--- src/rtl/crossroad_light_ctrl.sv ---
module crossroad_light_ctrl #(
  parameter int CNT_W = 8
) (
  input  logic             clk,
  input  logic             rst,
  input  logic             side_req,
  input  logic [CNT_W-1:0] amber_cycles,
  input  logic [CNT_W-1:0] allred_cycles,
  output logic [1:0]       main_lamp,
  output logic [1:0]       side_lamp
);
  localparam logic [1:0] LAMP_RED = 2'b00;
  localparam logic [1:0] LAMP_YEL = 2'b01;
  localparam logic [1:0] LAMP_GRN = 2'b10;
  localparam logic [CNT_W-1:0] ONE = CNT_W'(1);

  typedef enum logic [2:0] {
    PH_MAIN_GO, PH_MAIN_AMBER, PH_ALL_STOP, PH_SIDE_GO, PH_SIDE_AMBER
  } phase_t;

  phase_t           phase;
  logic [CNT_W-1:0] tmr;
  logic             tmr_done;
  logic             timed;
  logic [CNT_W-1:0] amber_ld, allred_ld;

  assign tmr_done  = (tmr == '0);
  assign timed     = (phase == PH_MAIN_AMBER) || (phase == PH_ALL_STOP) || (phase == PH_SIDE_AMBER);
  assign amber_ld  = (amber_cycles  == '0) ? '0 : amber_cycles  - ONE;
  assign allred_ld = (allred_cycles == '0) ? '0 : allred_cycles - ONE;

  always_ff @(posedge clk) begin
    if (rst) begin
      phase <= PH_MAIN_GO;
      tmr   <= '0;
    end else begin
      case (phase)
        PH_MAIN_GO:
          if (side_req) begin
            phase <= PH_MAIN_AMBER;
            tmr   <= amber_ld;
          end
        PH_MAIN_AMBER:
          if (tmr_done) begin
            phase <= PH_ALL_STOP;
            tmr   <= allred_ld;
          end else tmr <= tmr - ONE;
        PH_ALL_STOP:
          if (tmr_done) begin
            phase <= PH_SIDE_GO;
            tmr   <= '0;
          end else tmr <= tmr - ONE;
        PH_SIDE_GO:
          if (!side_req) begin
            phase <= PH_SIDE_AMBER;
            tmr   <= amber_ld;
          end
        PH_SIDE_AMBER:
          if (tmr_done) begin
            phase <= PH_MAIN_GO;
            tmr   <= '0;
          end else tmr <= tmr - ONE;
        default: begin
          phase <= PH_MAIN_GO;
          tmr   <= '0;
        end
      endcase
    end
  end

  always_comb begin
    main_lamp = LAMP_RED;
    side_lamp = LAMP_RED;
    case (phase)
      PH_MAIN_GO:    main_lamp = LAMP_GRN;
      PH_MAIN_AMBER: main_lamp = LAMP_YEL;
      PH_SIDE_GO:    side_lamp = LAMP_GRN;
      PH_SIDE_AMBER: side_lamp = LAMP_YEL;
      default: ;
    endcase
  end

  AST_RESET_REST: assert property (@(posedge clk)
    rst |=> (main_lamp == LAMP_GRN && side_lamp == LAMP_RED && tmr == '0));
  AST_IDLE_HOLD: assert property (@(posedge clk) disable iff (rst)
    (main_lamp == LAMP_GRN && !side_req) |=> main_lamp == LAMP_GRN);
  AST_REQ_START: assert property (@(posedge clk) disable iff (rst)
    (main_lamp == LAMP_GRN && side_req) |=> (main_lamp == LAMP_YEL && side_lamp == LAMP_RED));
  AST_SIDE_HOLD: assert property (@(posedge clk) disable iff (rst)
    (side_lamp == LAMP_GRN && side_req) |=> side_lamp == LAMP_GRN);
  AST_SIDE_DROP: assert property (@(posedge clk) disable iff (rst)
    (side_lamp == LAMP_GRN && !side_req) |=> (side_lamp == LAMP_YEL && main_lamp == LAMP_RED));
  AST_TMR_STEP: assert property (@(posedge clk) disable iff (rst)
    (timed && !tmr_done) |=> (phase == $past(phase) && tmr == $past(tmr) - ONE));
  AST_NO_CONFLICT: assert property (@(posedge clk) disable iff (rst)
    !(main_lamp != LAMP_RED && side_lamp != LAMP_RED));
endmodule

--- config.mk ---
export PLATFORM = sky130hd
export DESIGN_NAME = crossroad_light_ctrl
export DESIGN_NICKNAME = d
export VERILOG_FILES = /design/src/rtl/crossroad_light_ctrl.sv
export SDC_FILE = /design/constraint.sdc
export NUM_CORES = 1
export LEC_CHECK = 0
export ABC_AREA = 1
export CORE_UTILIZATION = 54
export CTS_BUF_LIST = sky130_fd_sc_hd__clkbuf_4 sky130_fd_sc_hd__clkbuf_8
export CTS_CLUSTER_SIZE = 12
export DETAILED_ROUTE_END_ITERATION = 16
export PLACE_DENSITY_LB_ADDON = 0.1
export SLEW_MARGIN = 20
export SYNTH_ARGS = -nofsm -noshare
export SYNTH_HDL_FRONTEND = slang
export SYNTH_SLANG_ARGS = --single-unit
export TNS_END_PERCENT = 5
--- constraint.sdc ---
create_clock -name clk -period 2.25 [get_ports clk]
set_clock_uncertainty 0.15 [all_clocks]
set_input_delay 0.45 -clock clk [delete_from_list [all_inputs] [get_ports clk]]
set_output_delay 0.45 -clock clk [all_outputs]
set_load 0.1 [all_outputs]
After elaboration in Yosys (flattened, before gate mapping)
Cells that the tools add are included.
{"block": "word_totals", "ff_bits": 11, "input_bits": 19, "wordCells": 36}
{"block": "op_classes", "n_addsub": 3, "eq_ne": 9, "n_mux": 15, "n_reduce_logical": 7}
{"cell": "8-bit 2-to-1 mux", "n": 6}
{"cell": "8-bit one-hot mux with 4 select lines", "n": 1}
{"cell": "8-bit zero test", "n": 3}
{"cell": "8-bit by 1-bit subtractor with 8-bit output, second input constant", "n": 3}
{"cell": "3-bit 2-to-1 mux", "n": 5}
{"cell": "3-bit one-hot mux with 5 select lines", "n": 1}
{"cell": "2-bit != test, second input constant", "n": 5}
{"cell": "2-bit one-hot mux with 2 select lines", "n": 2}
{"cell": "3-bit by 2-bit == test with 1-bit output, second input constant", "n": 2}
{"cell": "5-bit AND reduction", "n": 1}
{"cell": "3-bit by 1-bit == test with 1-bit output, second input constant", "n": 1}
{"cell": "3-bit == test, second input constant", "n": 1}
{"cell": "3-bit zero test", "n": 1}
{"cell": "2-bit AND reduction", "n": 1}
{"cell": "2-bit OR reduction", "n": 1}

Depth between registers and ports, before layout
{"block": "depth", "word_depth": 4, "mapped_depth": 12}

Worst setup path after synthesis
No wires, ideal clock.
{"block": "synth_path", "path_type": "flip-flop to flip-flop", "from": "reg phase[0]", "to": "reg tmr[5]", "setup_time_ps": 69, "arrival_ps": 1916, "required_time_ps": 2031, "slack_ps": 114, "path_stages_with_launch": 9, "n_path_buf": 0, "path_cell_list": "dfxtp_1 > inv_2 > nor3_4 > inv_2 > nor3_4 > nand2_1 > nand3_1 > nand2_1 > a21oi_2"}
{"block": "synth_between", "elab_chain_cells": 3}
{"element": "start, declared", "line_no": "21", "source": "phase_t phase;"}
{"element": "start signal, assigned", "line_no": "34", "source": "phase <= PH_MAIN_GO;"}
{"element": "start signal, assigned", "line_no": "40", "source": "phase <= PH_MAIN_AMBER;"}
{"element": "start signal, assigned", "line_no": "45", "source": "phase <= PH_ALL_STOP;"}
{"element": "3-bit by 2-bit == test with 1-bit output (tied with other cells)", "line_no": "37", "source": "case (phase)"}
{"element": "2-bit OR reduction (no line) or 2-bit != test (tied branches)"}
{"element": "8-bit one-hot mux with 4 select lines or 2-bit AND reduction (tied branches)"}
{"element": "end signal, assigned", "line_no": "41", "source": "tmr <= amber_ld;"}
{"element": "end signal, assigned", "line_no": "46", "source": "tmr <= allred_ld;"}
{"element": "end signal, assigned", "line_no": "47", "source": "end else tmr <= tmr - ONE;"}
{"element": "end, declared", "line_no": "22", "source": "logic [CNT_W-1:0] tmr;"}
Parallel ways exist; a longest one is shown, timed or not.
A chain may end at the register's enable or synchronous reset.

Final worst setup path
{"block": "layout_path", "from": "in allred_cycles[1]", "to": "reg tmr[1]"}
{"block": "layout_between", "elab_chain_cells": 4}
{"element": "start, declared", "line_no": "8", "source": "input logic [CNT_W-1:0] allred_cycles,"}
{"element": "8-bit by 1-bit subtractor with 8-bit output or 8-bit zero test (tied branches)", "line_no": "30", "source": "assign allred_ld = (allred_cycles == '0) ? '0 : allred_cycles - ONE;"}
{"element": "8-bit 2-to-1 mux (*)", "line_no": "30"}
{"element": "8-bit 2-to-1 mux (*)", "line_no": "44", "source": "if (tmr_done) begin"}
{"element": "8-bit one-hot mux with 4 select lines (*)", "line_no": "37"}
Mark *: on every way between the ends. The rest lies on a longest branch, timed or not.

==> results.toml <==
[placement]
place.port_buffers = 22
dp_hpwl_mm = 2.32
dp_slack_ps = 57.7
numPlacedInstances = 276
place_area_um2 = 1560
place.gp.congestion = 0.861

[yosys]
ys_ff_latch = 11
synth_ff_type = "dfxtp_1"
yosysMostFrequentCell = "nand2_1"
synth_fp_nets = 252
synth_top_area_cell = "nand2_1"
synth_cell_types = 23
postSynth.asyncResetShare_pct = 0
synth_edf_count = 0
netlist_top_cells_count = "76 x nand2_1, 36 x inv_1, 35 x nor2_1, 23 x nand3_1, 11 x dfxtp_1"
synth_top_area_share_pct = 22.5
synth.yosys.seq_area_share_pct = 17.3
ys_top_cells_by_area = "nand2_1 22%, dfxtp_1 17%, inv_1 11%"
yosys_warnings = 0
netlist_area_um2 = 1270
syn_area_per_cell_um2 = 5.59
synth_cells = 227

[finish]
fin_area_um2 = 1590
stdcell_count = 280
diodes = 0
utilization_pct = 71.9
fillers = 205
area_delta_synth_final_pct = 25.3
fin_nets = 278
drive_gt1_share_pct = 9.52

[power_and_ir_drop]
ir_worst_vdd_uv = 1210
leakage_nw = 0.796
powerDensity_nw_per_um2 = 1320

[sta]
fin_crit_sh_pct = 84.3
slew_viol_final = 0
fmax_mhz = 527
max_slew_margin_pct = 60.8
setup-violations-final = 0
rsz0062_at_grt = "false"
setup-tns-final_ps = 0
fin_crit_ps = 1900
final-hold-violation-count = 0
tightest_slew_ps = 586
setup_ws_ps = 354

[routing]
totalWireLength_mm = 2.90
final_antenna_net_count = 0
post-route-drc-count = 0
vias = 1390
first_pass_iters = 4
via_per_inst = 4.96
wl_per_cell_um = 10.4
drtIter0Drc = 28

[grt]
gr-total-overflow = 0
grt_pass1_vias = 1186
grt_usage_pct = 24.4
grt_pass1_wl_mm = 4.77
antenna_found_initial = 0
grt_max_degree = 12

[die]
dieArea_um2 = 2550
ios = 23
die_h_um = 50.5
coreArea_um2 = 2210
die_x_um = 50.5
std_cell_rows = 17
start_util_pct = 57.4

[cts]
htreeDepth = 1
cts_buffer_depth = 2
post_cts_buffers = 0
clk_pin_slew_ps = 80
cts_inserted_buffers = 3
clock_sinks = 11
cts-root-buf = "clkbuf_4"
cts_hold_buffers = 0
insertion_delay_ps = 280
postCtsResizedCells = 0
tritoncts = "built"

[status]
outcome = "complete, no violations"

[critical_path]
cp-start-kind = "input port"
critPathRequiredTime_ps = 2300
critPathKind = "input port to register"
cp_slowest_cell = "clkdlybuf4s50_1"
rr_startpoint = "tmr[0]"
r2r_setup_slack_ps = 420
critical-path-max-stage-delay_ps = 490
reg2reg_depth = 10
cp_common_cell = "nand2_1"
crit_family = "simple AND/OR/NAND/NOR gates"
critPathBufInv = 2
endpoint_kind = "register"
r2r-end = "phase[0]"
critPathMaxFanout = 6
cp_cell_sequence = "clkdlybuf4s50_1 -> inv_1 -> ha_1 -> nand2_1 -> nor2_1 -> nor3_4 -> nand2_1 -> nand3_1 -> nand2_1 -> a21oi_2"
cp.arrival_ps = 1940

[hold_path]
worstHoldEndpoint = "tmr[0]"
min_from = "tmr[0]"
hold-path-cell-count = 2
hold_class = "register to register"

[job]
drv_cap = 0
[cells by family after synthesis]
| family | synth area share, % |
|---|---|
| AO/OA/AOI/OAI | 8.08 |
| buffers and inverters | 12.1 |
| AND/OR/NAND/NOR | 49.7 |
| XOR/XNOR | 6.90 |
| flip-flops | 17.3 |
| adder cells (fa/ha/maj) | 5.91 |
[final cells by class]
cell class | count | area [um2] | area share (%)
Multi-Input combinational cell | 175 | 896 | 56.3
Sequential cell | 11 | 220 | 13.8
Tap cell | 28 | 35.0 | 2.20
Inverter | 40 | 150 | 9.43
Clock buffer | 4 | 30.0 | 1.89
Timing Repair Buffer | 22 | 260 | 16.4
[flip-flops by register name, indices dropped and copies added (netlist names)]
| signal | flops |
|---|---|
| tmr | 8 |
| phase | 3 |
[worst min-delay path: cells and delay by family (launching register included)]
kind | cells | cell delay [ps]
flip-flops | 1 | 320
AND/OR/NAND/NOR | 1 | 80
AO/OA/AOI/OAI | 1 | 50
[power breakdown]
part | leakage, nW | internal (mW) | total [mW] | switching [mW]
Combinational | 0.687 | 0.566 | 1.59 | 1.02
Clock | 0.0184 | 0.0808 | 0.152 | 0.0712
Sequential | 0.0905 | 0.273 | 0.362 | 0.0884
[how the worst max path moves through the flow]
stage,start,end,depth (start not counted)
6_report,allred_cycles[1],tmr[1],10
5_1_grt,allred_cycles[3],tmr[6],11
4_1_cts,allred_cycles[3],tmr[6],11
3_5_place_dp,allred_cycles[3],tmr[6],11
3_3_place_gp,allred_cycles[3],tmr[6],11
2_1_floorplan,phase[0],tmr[5],8
[placed cells by master, fill, tap and decap left out, drive strengths merged]
master / n
dfxtp: 11
clkbuf: 4
a22oi: 1
a21oi: 10
xor2: 7
buf: 4
o21ai: 3
nor2: 37
ha: 6
nand4: 2
o21bai: 1
nand2: 77
nand3: 23
clkdlybuf4s50: 18
xnor2: 3
nand3b: 1
nor3b: 1
nor3: 3
inv: 40
[through the flow]
stage	hold WS, ps	power, mW
2_1_floorplan	306	1.56
3_3_place_gp	318	1.93
3_5_place_dp	320	1.94
4_1_cts	336	2.10
5_1_grt	347	2.29
6_report	335	2.10
[metal layers]
layer	wire [um]	part of all wire (%)	vias up	track usage, %
met2	1340	46	30	43.6
met1	1420	49	604	30.5
met4	23	0.79	0	3.70
met5	0	0	-	0
li1	-	-	752	-
met3	113	3.9	4	4.55
Power figures use the tool's default switching activity.
